<file path="config.mk">
export PLATFORM = sky130hd
export DESIGN_NAME = host_serial_port
export DESIGN_NICKNAME = d
export VERILOG_FILES = /design/src/rtl/hsp_pkg.sv /design/src/rtl/hsp_sync.sv /design/src/rtl/hsp_shift_in.sv /design/src/rtl/hsp_readout.sv /design/src/rtl/host_serial_port.sv
export SDC_FILE = /design/constraint.sdc
export NUM_CORES = 1
export LEC_CHECK = 0
export BUFFER_PORTS_ARGS = -buffer_cell sky130_fd_sc_hd__clkbuf_2
export CAP_MARGIN = 20
export CORE_AREA = 3 3 125 127
export CTS_CLUSTER_DIAMETER = 80
export DETAILED_ROUTE_END_ITERATION = 8
export DIE_AREA = 0 0 128 130
export PLACE_DENSITY = 0.6
export SYNTH_ARGS = -nofsm -noshare
export SYNTH_HDL_FRONTEND = slang
export SYNTH_SLANG_ARGS = --single-unit
</file>
<file path="constraint.sdc">
create_clock -name clk_i -period 4.9 [get_ports clk_i]
set_input_delay 0.735 -clock clk_i [delete_from_list [all_inputs] [get_ports clk_i]]
set_output_delay 0.735 -clock clk_i [all_outputs]
set_load 0.005 [all_outputs]
</file>
<file path="src/rtl/hsp_pkg.sv">
package hsp_pkg;
  typedef enum logic [1:0] {OP_NONE, OP_WRITE, OP_RD_CS, OP_RD_SQ} op_e;

  localparam logic [7:0] A1_WR = 8'hF7;
  localparam logic [7:0] A1_CS = 8'hF8;
  localparam logic [7:0] A1_SQ = 8'hF9;
  localparam logic [7:0] A2_WR = 8'hEA;
  localparam logic [7:0] A2_CS = 8'hE9;
  localparam logic [7:0] A2_SQ = 8'hE8;

  typedef struct packed {
    logic [1:0] fmt;
    logic [1:0] aux;
    logic       in_sel;
    logic       stop;
  } ctrl_t;

  function automatic op_e addr_op(input logic fr, input logic [7:0] a);
    op_e r;
    r = OP_NONE;
    if (!fr) begin
      case (a)
        A1_WR:   r = OP_WRITE;
        A1_CS:   r = OP_RD_CS;
        A1_SQ:   r = OP_RD_SQ;
        default: r = OP_NONE;
      endcase
    end else begin
      case (a)
        A2_WR:   r = OP_WRITE;
        A2_CS:   r = OP_RD_CS;
        A2_SQ:   r = OP_RD_SQ;
        default: r = OP_NONE;
      endcase
    end
    return r;
  endfunction

  function automatic ctrl_t cmd_decode(input logic [7:0] w);
    ctrl_t c;
    c.stop   = w[1];
    c.in_sel = w[2];
    c.aux    = {w[3], w[4]};
    c.fmt    = {w[5], w[6]};
    return c;
  endfunction
endpackage

</file>
<file path="src/rtl/hsp_sync.sv">
module hsp_sync #(
  parameter int W      = 3,
  parameter int STAGES = 2
) (
  input  logic         clk_i,
  input  logic         rst_ni,
  input  logic [W-1:0] d_i,
  output logic [W-1:0] q_o,
  output logic [W-1:0] q_prev_o
);
  for (genvar g = 0; g < STAGES; g++) begin : g_st
    logic [W-1:0] q;
    if (g == 0) begin : g_first
      always_ff @(posedge clk_i or negedge rst_ni)
        if (!rst_ni) q <= '0;
        else         q <= d_i;
    end else begin : g_next
      always_ff @(posedge clk_i or negedge rst_ni)
        if (!rst_ni) q <= '0;
        else         q <= g_st[g-1].q;
    end
  end

  assign q_o = g_st[STAGES-1].q;

  always_ff @(posedge clk_i or negedge rst_ni)
    if (!rst_ni) q_prev_o <= '0;
    else         q_prev_o <= q_o;
endmodule

</file>
<file path="src/rtl/hsp_shift_in.sv">
module hsp_shift_in #(
  parameter int W   = 8,
  parameter int CNT = 4
) (
  input  logic           clk_i,
  input  logic           rst_ni,
  input  logic           clear_i,
  input  logic           sample_i,
  input  logic           bit_i,
  output logic [W-1:0]   word_o,
  output logic [CNT-1:0] count_o
);
  localparam logic [CNT-1:0] CNT_MAX = '1;

  always_ff @(posedge clk_i or negedge rst_ni)
    if (!rst_ni) begin
      word_o  <= '0;
      count_o <= '0;
    end else if (clear_i) begin
      word_o  <= '0;
      count_o <= '0;
    end else if (sample_i) begin
      word_o <= {bit_i, word_o[W-1:1]};  // first bit ends in word_o[0]
      if (count_o != CNT_MAX) count_o <= count_o + 1'b1;
    end
endmodule

</file>
<file path="src/rtl/hsp_readout.sv">
module hsp_readout #(
  parameter int CS_W = 32,
  parameter int SQ_W = 80
) (
  input  logic            clk_i,
  input  logic            rst_ni,
  input  logic            load_i,
  input  logic            sel_sq_i,
  input  logic            cs_flag_i,
  input  logic [CS_W-1:0] cs_i,
  input  logic            sq_flag_i,
  input  logic [SQ_W-1:0] sq_i,
  input  logic            shift_i,
  output logic            bit_o
);
  localparam int LEN = SQ_W + 1;

  logic [LEN-1:0] sr, ld_val;

  always_comb begin
    ld_val = '1;
    if (sel_sq_i)       ld_val = {sq_i, sq_flag_i};
    else if (cs_flag_i) ld_val[CS_W:0] = {cs_i, 1'b1};
    else                ld_val[CS_W-1:0] = cs_i;
  end

  always_ff @(posedge clk_i or negedge rst_ni)
    if (!rst_ni)      sr <= '1;
    else if (load_i)  sr <= ld_val;
    else if (shift_i) sr <= {1'b1, sr[LEN-1:1]};

  assign bit_o = sr[0];
endmodule

</file>
<file path="src/rtl/host_serial_port.sv">
module host_serial_port
  import hsp_pkg::*;
#(
  parameter int CS_W        = 32,
  parameter int SQ_W        = 80,
  parameter int SYNC_STAGES = 2
) (
  input  logic            clk_i,
  input  logic            rst_ni,
  input  logic            framing_i,
  input  logic            hclk_i,
  input  logic            hle_i,
  input  logic            hdi_i,
  input  logic [CS_W-1:0] cs_bits_i,
  input  logic            sq_flag_i,
  input  logic [SQ_W-1:0] sq_bits_i,
  output logic            hdo_o,
  output logic            hdo_oe_o,
  output logic            stop_o,
  output logic            in_sel_o,
  output logic [1:0]      aux_sel_o,
  output logic [1:0]      fmt_o
);
  localparam int WORD_W = 8;
  localparam int CNT_W  = $clog2(WORD_W) + 1;
  localparam logic [CNT_W-1:0] FULL = CNT_W'(WORD_W);

  logic [2:0] s_now, s_prev;
  logic       hclk_rise, le_rise, le_fall;
  logic [WORD_W-1:0] word;
  logic [CNT_W-1:0]  cnt;
  op_e   op, addr_dec;
  ctrl_t ctrl;
  logic  read_active, rd_bit;

  hsp_sync #(.W(3), .STAGES(SYNC_STAGES)) u_sync (
    .clk_i   (clk_i),
    .rst_ni  (rst_ni),
    .d_i     ({hdi_i, hle_i, hclk_i}),
    .q_o     (s_now),
    .q_prev_o(s_prev)
  );

  assign hclk_rise = s_now[0] & ~s_prev[0];
  assign le_rise   = s_now[1] & ~s_prev[1];
  assign le_fall   = ~s_now[1] & s_prev[1];

  hsp_shift_in #(.W(WORD_W), .CNT(CNT_W)) u_shift_in (
    .clk_i   (clk_i),
    .rst_ni  (rst_ni),
    .clear_i (le_rise | le_fall),
    .sample_i(hclk_rise),
    .bit_i   (s_now[2]),
    .word_o  (word),
    .count_o (cnt)
  );

  assign addr_dec = (cnt == FULL) ? addr_op(framing_i, word) : OP_NONE;

  always_ff @(posedge clk_i or negedge rst_ni)
    if (!rst_ni)      op <= OP_NONE;
    else if (le_rise) op <= addr_dec;
    else if (le_fall) op <= OP_NONE;

  // commit only a complete byte at the closing latch edge
  always_ff @(posedge clk_i or negedge rst_ni)
    if (!rst_ni) ctrl <= '0;
    else if (le_fall && op == OP_WRITE && cnt == FULL) ctrl <= cmd_decode(word);

  assign read_active = (op == OP_RD_CS) || (op == OP_RD_SQ);

  hsp_readout #(.CS_W(CS_W), .SQ_W(SQ_W)) u_readout (
    .clk_i    (clk_i),
    .rst_ni   (rst_ni),
    .load_i   (le_rise),
    .sel_sq_i (addr_dec == OP_RD_SQ),
    .cs_flag_i(framing_i),
    .cs_i     (cs_bits_i),
    .sq_flag_i(sq_flag_i),
    .sq_i     (sq_bits_i),
    .shift_i  (hclk_rise & read_active),
    .bit_o    (rd_bit)
  );

  assign hdo_o    = read_active ? rd_bit : 1'b1;
  assign hdo_oe_o = read_active & (framing_i | ~rd_bit);

  assign stop_o    = ctrl.stop;
  assign in_sel_o  = ctrl.in_sel;
  assign aux_sel_o = ctrl.aux;
  assign fmt_o     = ctrl.fmt;
endmodule

</file>
==> flow_metrics.env, run 1 <==
export IMPL_status="complete, no violations"
export IMPL_antennaDiodeCount=0
export IMPL_ys_warn_count=0
export IMPL_grt_pass1_wl_mm=21.31
export IMPL_clock_latency_ns=0.35
export IMPL_ctsHoldBuffers=0
export IMPL_synth_top_area_frac=0.3671
export IMPL_antenna_left=0
export IMPL_fin_skew_ns=0.008797
export IMPL_synth_edf_count=0
export IMPL_clk_path_buf_depth=2
export IMPL_min_period_ns=2.891
export IMPL_fin_crit_sh=0.5899
export IMPL_yosysUniqueCellTypes=45
export IMPL_layout_nets=749
export IMPL_postCtsSetupRepairBufs=0
export IMPL_fin_tns_setup_ns=0
export IMPL_hold_violations=0
export IMPL_finalWirelength_mm=12.96
export IMPL_drive_gt1_frac=0.4105
export IMPL_power_density_mw_per_mm2=293.0
export IMPL_coreArea_sq_mm=0.01453
export IMPL_holdPathStages=0
export IMPL_rr_startpoint="u_shift_in.count_o[0]"
export IMPL_grt_max_degree=83
export IMPL_fmax_mhz=346.0
export IMPL_io_buffers=126
export IMPL_grt_use_total=0.1597
export IMPL_power_leakage_uw=0.003541
export IMPL_yosysTopAreaCell="dfstp_2"
export IMPL_dr_pass1_iters=4
export IMPL_area_delta_synth_final_pct=18.80
export IMPL_irDropWorstVdd_mv=0.1549
export IMPL_gp_congestion=0.8155
export IMPL_hold_start="u_sync.g_st[0].q[2]"
export IMPL_die_w_um=128
export IMPL_synthMostInstantiatedCell="mux2i_1"
export IMPL_synth_async_reset_ratio=1.000
export IMPL_rows=44
export IMPL_postSynthCellCount=521
export IMPL_hold_path_class="register to register"
export IMPL_r2r_setup_slack_ns=2.01
export IMPL_synthFlopType="dfstp_2"
export IMPL_vias=4265
export IMPL_cts_root_buf="clkbuf_16"
export IMPL_antenna_found_initial=2
export IMPL_syn_avg_cell_area_sq_um=11.13
export IMPL_post_synth_instance_area_sq_mm=0.005798
export IMPL_grt_pass1_vias=4387
export IMPL_numCtsBuffers=9
export IMPL_vias_per_cell=5.233
export IMPL_drt_iter0_markers=158
export IMPL_ys_ff_latch=109
export IMPL_dpl_hpwl_mm=8.923
export IMPL_cp_start_kind="register"
export IMPL_tightestPinTransition_ns=0.9634
export IMPL_pin_count=127
export IMPL_rr_worst_depth=8
export IMPL_clock_sinks=109
export IMPL_drc_errors=0
export IMPL_drt_wirelength_per_cell_um=15.90
export IMPL_seq_area_sq_mm=0.002829
export IMPL_die_area_sq_mm=0.01664
export IMPL_setup_viol=0
export IMPL_grt_setup_unrepaired="no"
export IMPL_worstSetupPathType="register to register"
export IMPL_hold_end="u_sync.q_o[2]"
export IMPL_required_ns=5.14
export IMPL_timing_rr_end="u_readout.sr[26]"
export IMPL_nFillCells=1388
export IMPL_cap_viol_max_count=0
export IMPL_end_kind="register"
export IMPL_synth_nets=644
export IMPL_finalMaxSlewViolations=0
export IMPL_ctsResizeCount=0
export IMPL_tritoncts="built"
export IMPL_path_clk_slew_ns=0.07
export IMPL_multi_input_area_sq_mm=0.002655
export IMPL_max_slew_margin_rel=0.3528
export IMPL_grt_overflow_total=0
export IMPL_hold_ws_ns=0.3423
export IMPL_start_util=0.3989
export IMPL_synth_common_cells="mux2i_1 (82), dfstp_2 (81), nand2_1 (81)"
export IMPL_htreeDepth=3
export IMPL_ys_seq_area_frac=0.4879
export IMPL_worstPathArrival_ns=3.13
export IMPL_dieHeight_um=130
export IMPL_crit_fanout=20
export IMPL_synth_area_leaders="dfstp_2 (37%), mux2i_1 (14%), dfrtp_1 (12%)"
[layout make-up]
cell class / count / share of cell area
repair buffers: 134 / 0.1064
inverters: 38 / 0.02071
well taps: 184 / 0.03342
flip-flops and latches: 109 / 0.4107
clock inverters: 1 / 0.004360
clock buffers: 15 / 0.03887
multi-input cells: 334 / 0.3855
[kinds of logic (layout without fill, tap and decap cells)]
family,after synthesis,count (layout),synth area share
compound gates,107,107,0.1765
xor+xnor,2,2,0.003022
fa+ha+maj,4,4,0.008632
buf+inv,78,188,0.05783
flops,109,109,0.4879
mux,88,88,0.1532
simple gates,133,133,0.1129
[critical path, stage by stage, from the launching register on]
cell and delay, ns:
dfrtp_1 0.40, inv_1 0.10, ha_1 0.16, or4bb_1 0.41, nor4_2 0.38, o21a_1 0.23
nor3b_4 0.50, buf_4 0.42, a222oi_1 0.17
[flip-flops by register name, indices dropped and copies added, names as in the netlist]
register and cells:
u_sync.q_o 3, stop_o 1, fmt_o 2, u_shift_in.count_o 4
u_sync.g_st.q 3, aux_sel_o 2, u_readout.sr 81, u_sync.q_prev_o 2
op 2, u_shift_in.word_o 8, in_sel_o 1
[per-layer routing]
layer | GRT usage | part of all wire
met5 | 0 | 0.0017
met4 | 0.06117 | 0.019
met3 | 0.05444 | 0.091
met2 | 0.2403 | 0.44
met1 | 0.2136 | 0.45
[worst max-delay path by stage]
stage	slack [ns]	depth (start not counted)	to	startpoint
2_1_floorplan	2.70	7	u_readout.sr[19]	framing_i
3_3_place_gp	2.04	7	u_readout.sr[24]	framing_i
3_5_place_dp	1.92	7	u_readout.sr[26]	framing_i
4_1_cts	2.01	8	u_readout.sr[26]	u_shift_in.count_o[0]
5_1_grt	1.83	8	u_readout.sr[26]	u_shift_in.count_o[0]
6_report	2.01	8	u_readout.sr[26]	u_shift_in.count_o[0]
[power by group]
part           switching [uW]  internal (uW)
clock network             314            426
registers                30.1            989
logic                     132            127
total                     476           1540
[stage by stage]
stage,total power (uW),instances,area [sq um],setup WS (ns),util
2_1_floorplan,1187,521,5798,2.699,-
3_3_place_gp,1287,797,6535,2.036,0.4496
3_5_place_dp,1296,798,6563,1.925,0.4515
4_1_cts,2052,814,6860,2.005,0.4720
5_1_grt,2127,815,6888,1.826,0.4739
6_report,2018,815,6888,2.009,0.4739
[cell usage in the layout (no fill, tap or decap), types with 4 or more instances in the layout]
| cell | Yosys | final |
|---|---|---|
| a21boi_0 | 9 | 9 |
| a221oi_1 | 8 | 8 |
| a221oi_2 | 19 | 19 |
| a2bb2oi_1 | 47 | 47 |
| and3_1 | 28 | 28 |
| buf_4 | 0 | 7 |
| clkbuf_1 | 24 | 4 |
| clkbuf_16 | 0 | 9 |
| clkbuf_2 | 0 | 125 |
| dfrtp_1 | 28 | 28 |
| dfstp_2 | 81 | 81 |
| ha_1 | 4 | 4 |
| inv_1 | 38 | 37 |
| mux2_2 | 6 | 6 |
| mux2i_1 | 82 | 82 |
| nand2_1 | 81 | 80 |
| nand2b_1 | 4 | 4 |
| o21ai_0 | 6 | 6 |
Power figures use the tool's default switching activity.
==> run 2: changes to the inputs <==
Settings changed: PLACE_DENSITY 0.6 to 0.62.
Clock period 4.9 ns to 2.46 ns, I/O delays scaled along.
==> run 2 against run 1 <==
  * Register-to-register slack lost 1.8 ns
  * Sequential power rose by 99%
  * Final cell count up 1.7%
  * Critical path type unchanged
  * Critical endpoint is now u_readout.sr[4]
  * Largest cell class unchanged
==> flow_metrics.env, run 2 (synthesis gave the netlist of run 1 again) <==
export IMPL_start_util=0.3989
export IMPL_p_switching_uw=1030
export IMPL_tritoncts="built"
export IMPL_max_slew_margin_rel=0.2404
export IMPL_crit_chain="inv_1 > ha_1 > or4bb_1 > nor4_2 > o21a_1 > nor3b_4 > buf_12 > a221oi_1"
export IMPL_dpl_hpwl_mm=9.345
export IMPL_grt_pass1_wl_mm=22.49
export IMPL_hold_path_class="input port to asynchronous set/reset pin"
export IMPL_power_internal_uw=2941
export IMPL_timing_rr_end="u_readout.sr[4]"
export IMPL_end_kind="register"
export IMPL_hold_violations=0
export IMPL_dieHeight_um=130
export IMPL_placed_area_sq_mm=0.006685
export IMPL_path_clk_slew_ns=0.08
export IMPL_htreeDepth=3
export IMPL_p_seq_frac=0.512
export IMPL_antenna_left=0
export IMPL_grt_use_total=0.1680
export IMPL_fmax_mhz=446.4
export IMPL_drt_iter0_markers=236
export IMPL_antennaDiodeCount=0
export IMPL_cap_viol_max_count=0
export IMPL_max_flop_register="u_readout.sr"
export IMPL_clock_sinks=109
export IMPL_drive_gt1_frac=0.4279
export IMPL_tightestPinTransition_ns=1.133
export IMPL_final_common_cell="clkbuf_2"
export IMPL_grt_overflow_total=0
export IMPL_numCtsBuffers=9
export IMPL_io_buffers=126
export IMPL_irDropWorstVdd_mv=0.3421
export IMPL_worstSetupPathType="register to register"
export IMPL_worst_path_buf_inv=2
export IMPL_required_ns=2.69
export IMPL_layout_nets=763
export IMPL_top_regs="u_readout.sr: 81 flops, u_shift_in.word_o: 8 flops, u_shift_in.count_o: 4 flops"
export IMPL_area_delta_synth_final_pct=20.69
export IMPL_p_total_uw=3971
export IMPL_min_period_ns=2.240
export IMPL_clk_path_buf_depth=2
export IMPL_grt_max_degree=64
export IMPL_utilization=0.4815
export IMPL_status="complete, no violations"
export IMPL_fin_tns_setup_ns=0
export IMPL_grt_pass1_vias=4545
export IMPL_rows=44
export IMPL_antenna_found_initial=0
export IMPL_clkPwrFrac=0.353
export IMPL_worstPathArrival_ns=2.47
export IMPL_power_density_mw_per_mm2=567.5
export IMPL_ctsHoldBuffers=0
export IMPL_vias_per_cell=5.216
export IMPL_grt_setup_unrepaired="no"
export IMPL_vias=4324
export IMPL_final_cell_mix="clkbuf_2 (125), mux2i_1 (82), dfstp_2 (81)"
export IMPL_power_leakage_uw=0.003614
export IMPL_pin_count=127
export IMPL_critPathTopFamily="simple AND/OR/NAND/NOR gates"
export IMPL_fin_area_sq_mm=0.006998
export IMPL_fin_crit_sh=0.9105
export IMPL_drc_errors=0
export IMPL_finalWirelength_mm=13.45
export IMPL_drt_wirelength_per_cell_um=16.22
export IMPL_p_comb_frac=0.135
export IMPL_finalMaxSlewViolations=0
export IMPL_nFillCells=1406
export IMPL_fin_skew_ns=0.009829
export IMPL_setup_viol=0
export IMPL_crit_fanout=31
export IMPL_die_w_um=128
export IMPL_gp_congestion=0.7864
export IMPL_clock_latency_ns=0.36
export IMPL_rr_worst_depth=8
export IMPL_netSwitchingFraction=0.2593
export IMPL_crit_slowest_cell="or4bb_1"
export IMPL_rr_startpoint="u_shift_in.count_o[0]"
export IMPL_dr_pass1_iters=4
export IMPL_r2r_setup_slack_ns=0.22
export IMPL_timing_critical_path_slowest_cell_delay_ns=0.43
export IMPL_cts_root_buf="clkbuf_16"
export IMPL_cp_start_kind="register"
export IMPL_die_area_sq_mm=0.01664
export IMPL_largest_reg_flops=81
export IMPL_coreArea_sq_mm=0.01453
[run 2: cell count changes in the layout (fill, tap and decap cells not counted), moves of 2 or more]
cell / before / now
clkbuf_1: 4 / 0
inv_8: 0 / 2
inv_6: 0 / 2
buf_4: 7 / 19
clkbuf_8: 2 / 0
buf_16: 2 / 0
clkinv_1: 0 / 2
buf_12: 0 / 3
[run 2: cell type report]
| cell class | count | area [sq um] | share of cell area |
|---|---|---|---|
| clock inverters | 7 | 56.30 | 0.008046 |
| multi-input cells | 335 | 2686 | 0.3839 |
| well taps | 184 | 230.2 | 0.03290 |
| inverters | 38 | 142.6 | 0.02038 |
| clock buffers | 9 | 225.2 | 0.03218 |
| flip-flops and latches | 109 | 2829 | 0.4043 |
| repair buffers | 147 | 828.3 | 0.1184 |
[run 2: power by group through the flow]
stage | registers, uW | logic (uW) | clock network (uW)
after floorplan | 2040 | 323 | 0
final | 2030 | 537 | 1400
after global placement | 2060 | 518 | 0
after CTS | 2030 | 541 | 1450
after detailed placement | 2050 | 539 | 0
after global routing | 2050 | 608 | 1530
[run 2: through the flow]
step	worst slack [ns]	hold slack, ns	cells
2_1_floorplan	0.3739	0.07341	521
5_1_grt	0.04602	0.07575	829
4_1_cts	0.03930	0.04899	828
6_report	0.2201	0.02932	829
3_3_place_gp	0.1176	0.3357	812
3_5_place_dp	0.05653	0.3364	812
[run 2: worst max path at each step]
stage,from,endpoint,cells past startpoint
final,u_shift_in.count_o[0],u_readout.sr[4],8
after global routing,u_shift_in.count_o[0],u_readout.sr[8],8
after CTS,u_shift_in.word_o[1],u_readout.sr[14],5
after detailed placement,u_shift_in.word_o[1],u_readout.sr[14],5
after global placement,u_shift_in.word_o[1],u_readout.sr[17],5
after floorplan,u_shift_in.count_o[0],u_readout.sr[19],8
[run 2: repair_timing]
item | 4_1_cts | 5_1_grt
setup buffers | 0 | 0
gates resized for setup | 0 | 2
setup endpoints to repair | 0 | 11
[run 2: routing by layer]
metal / vias to the layer above / global-route usage / routed length (um)
met4: 0 / 0.05368 / 142
met2: 141 / 0.2665 / 6134
met5: - / 0 / 0
met1: 2054 / 0.2189 / 6071
met3: 10 / 0.05526 / 1101
li1: 2119 / - / -
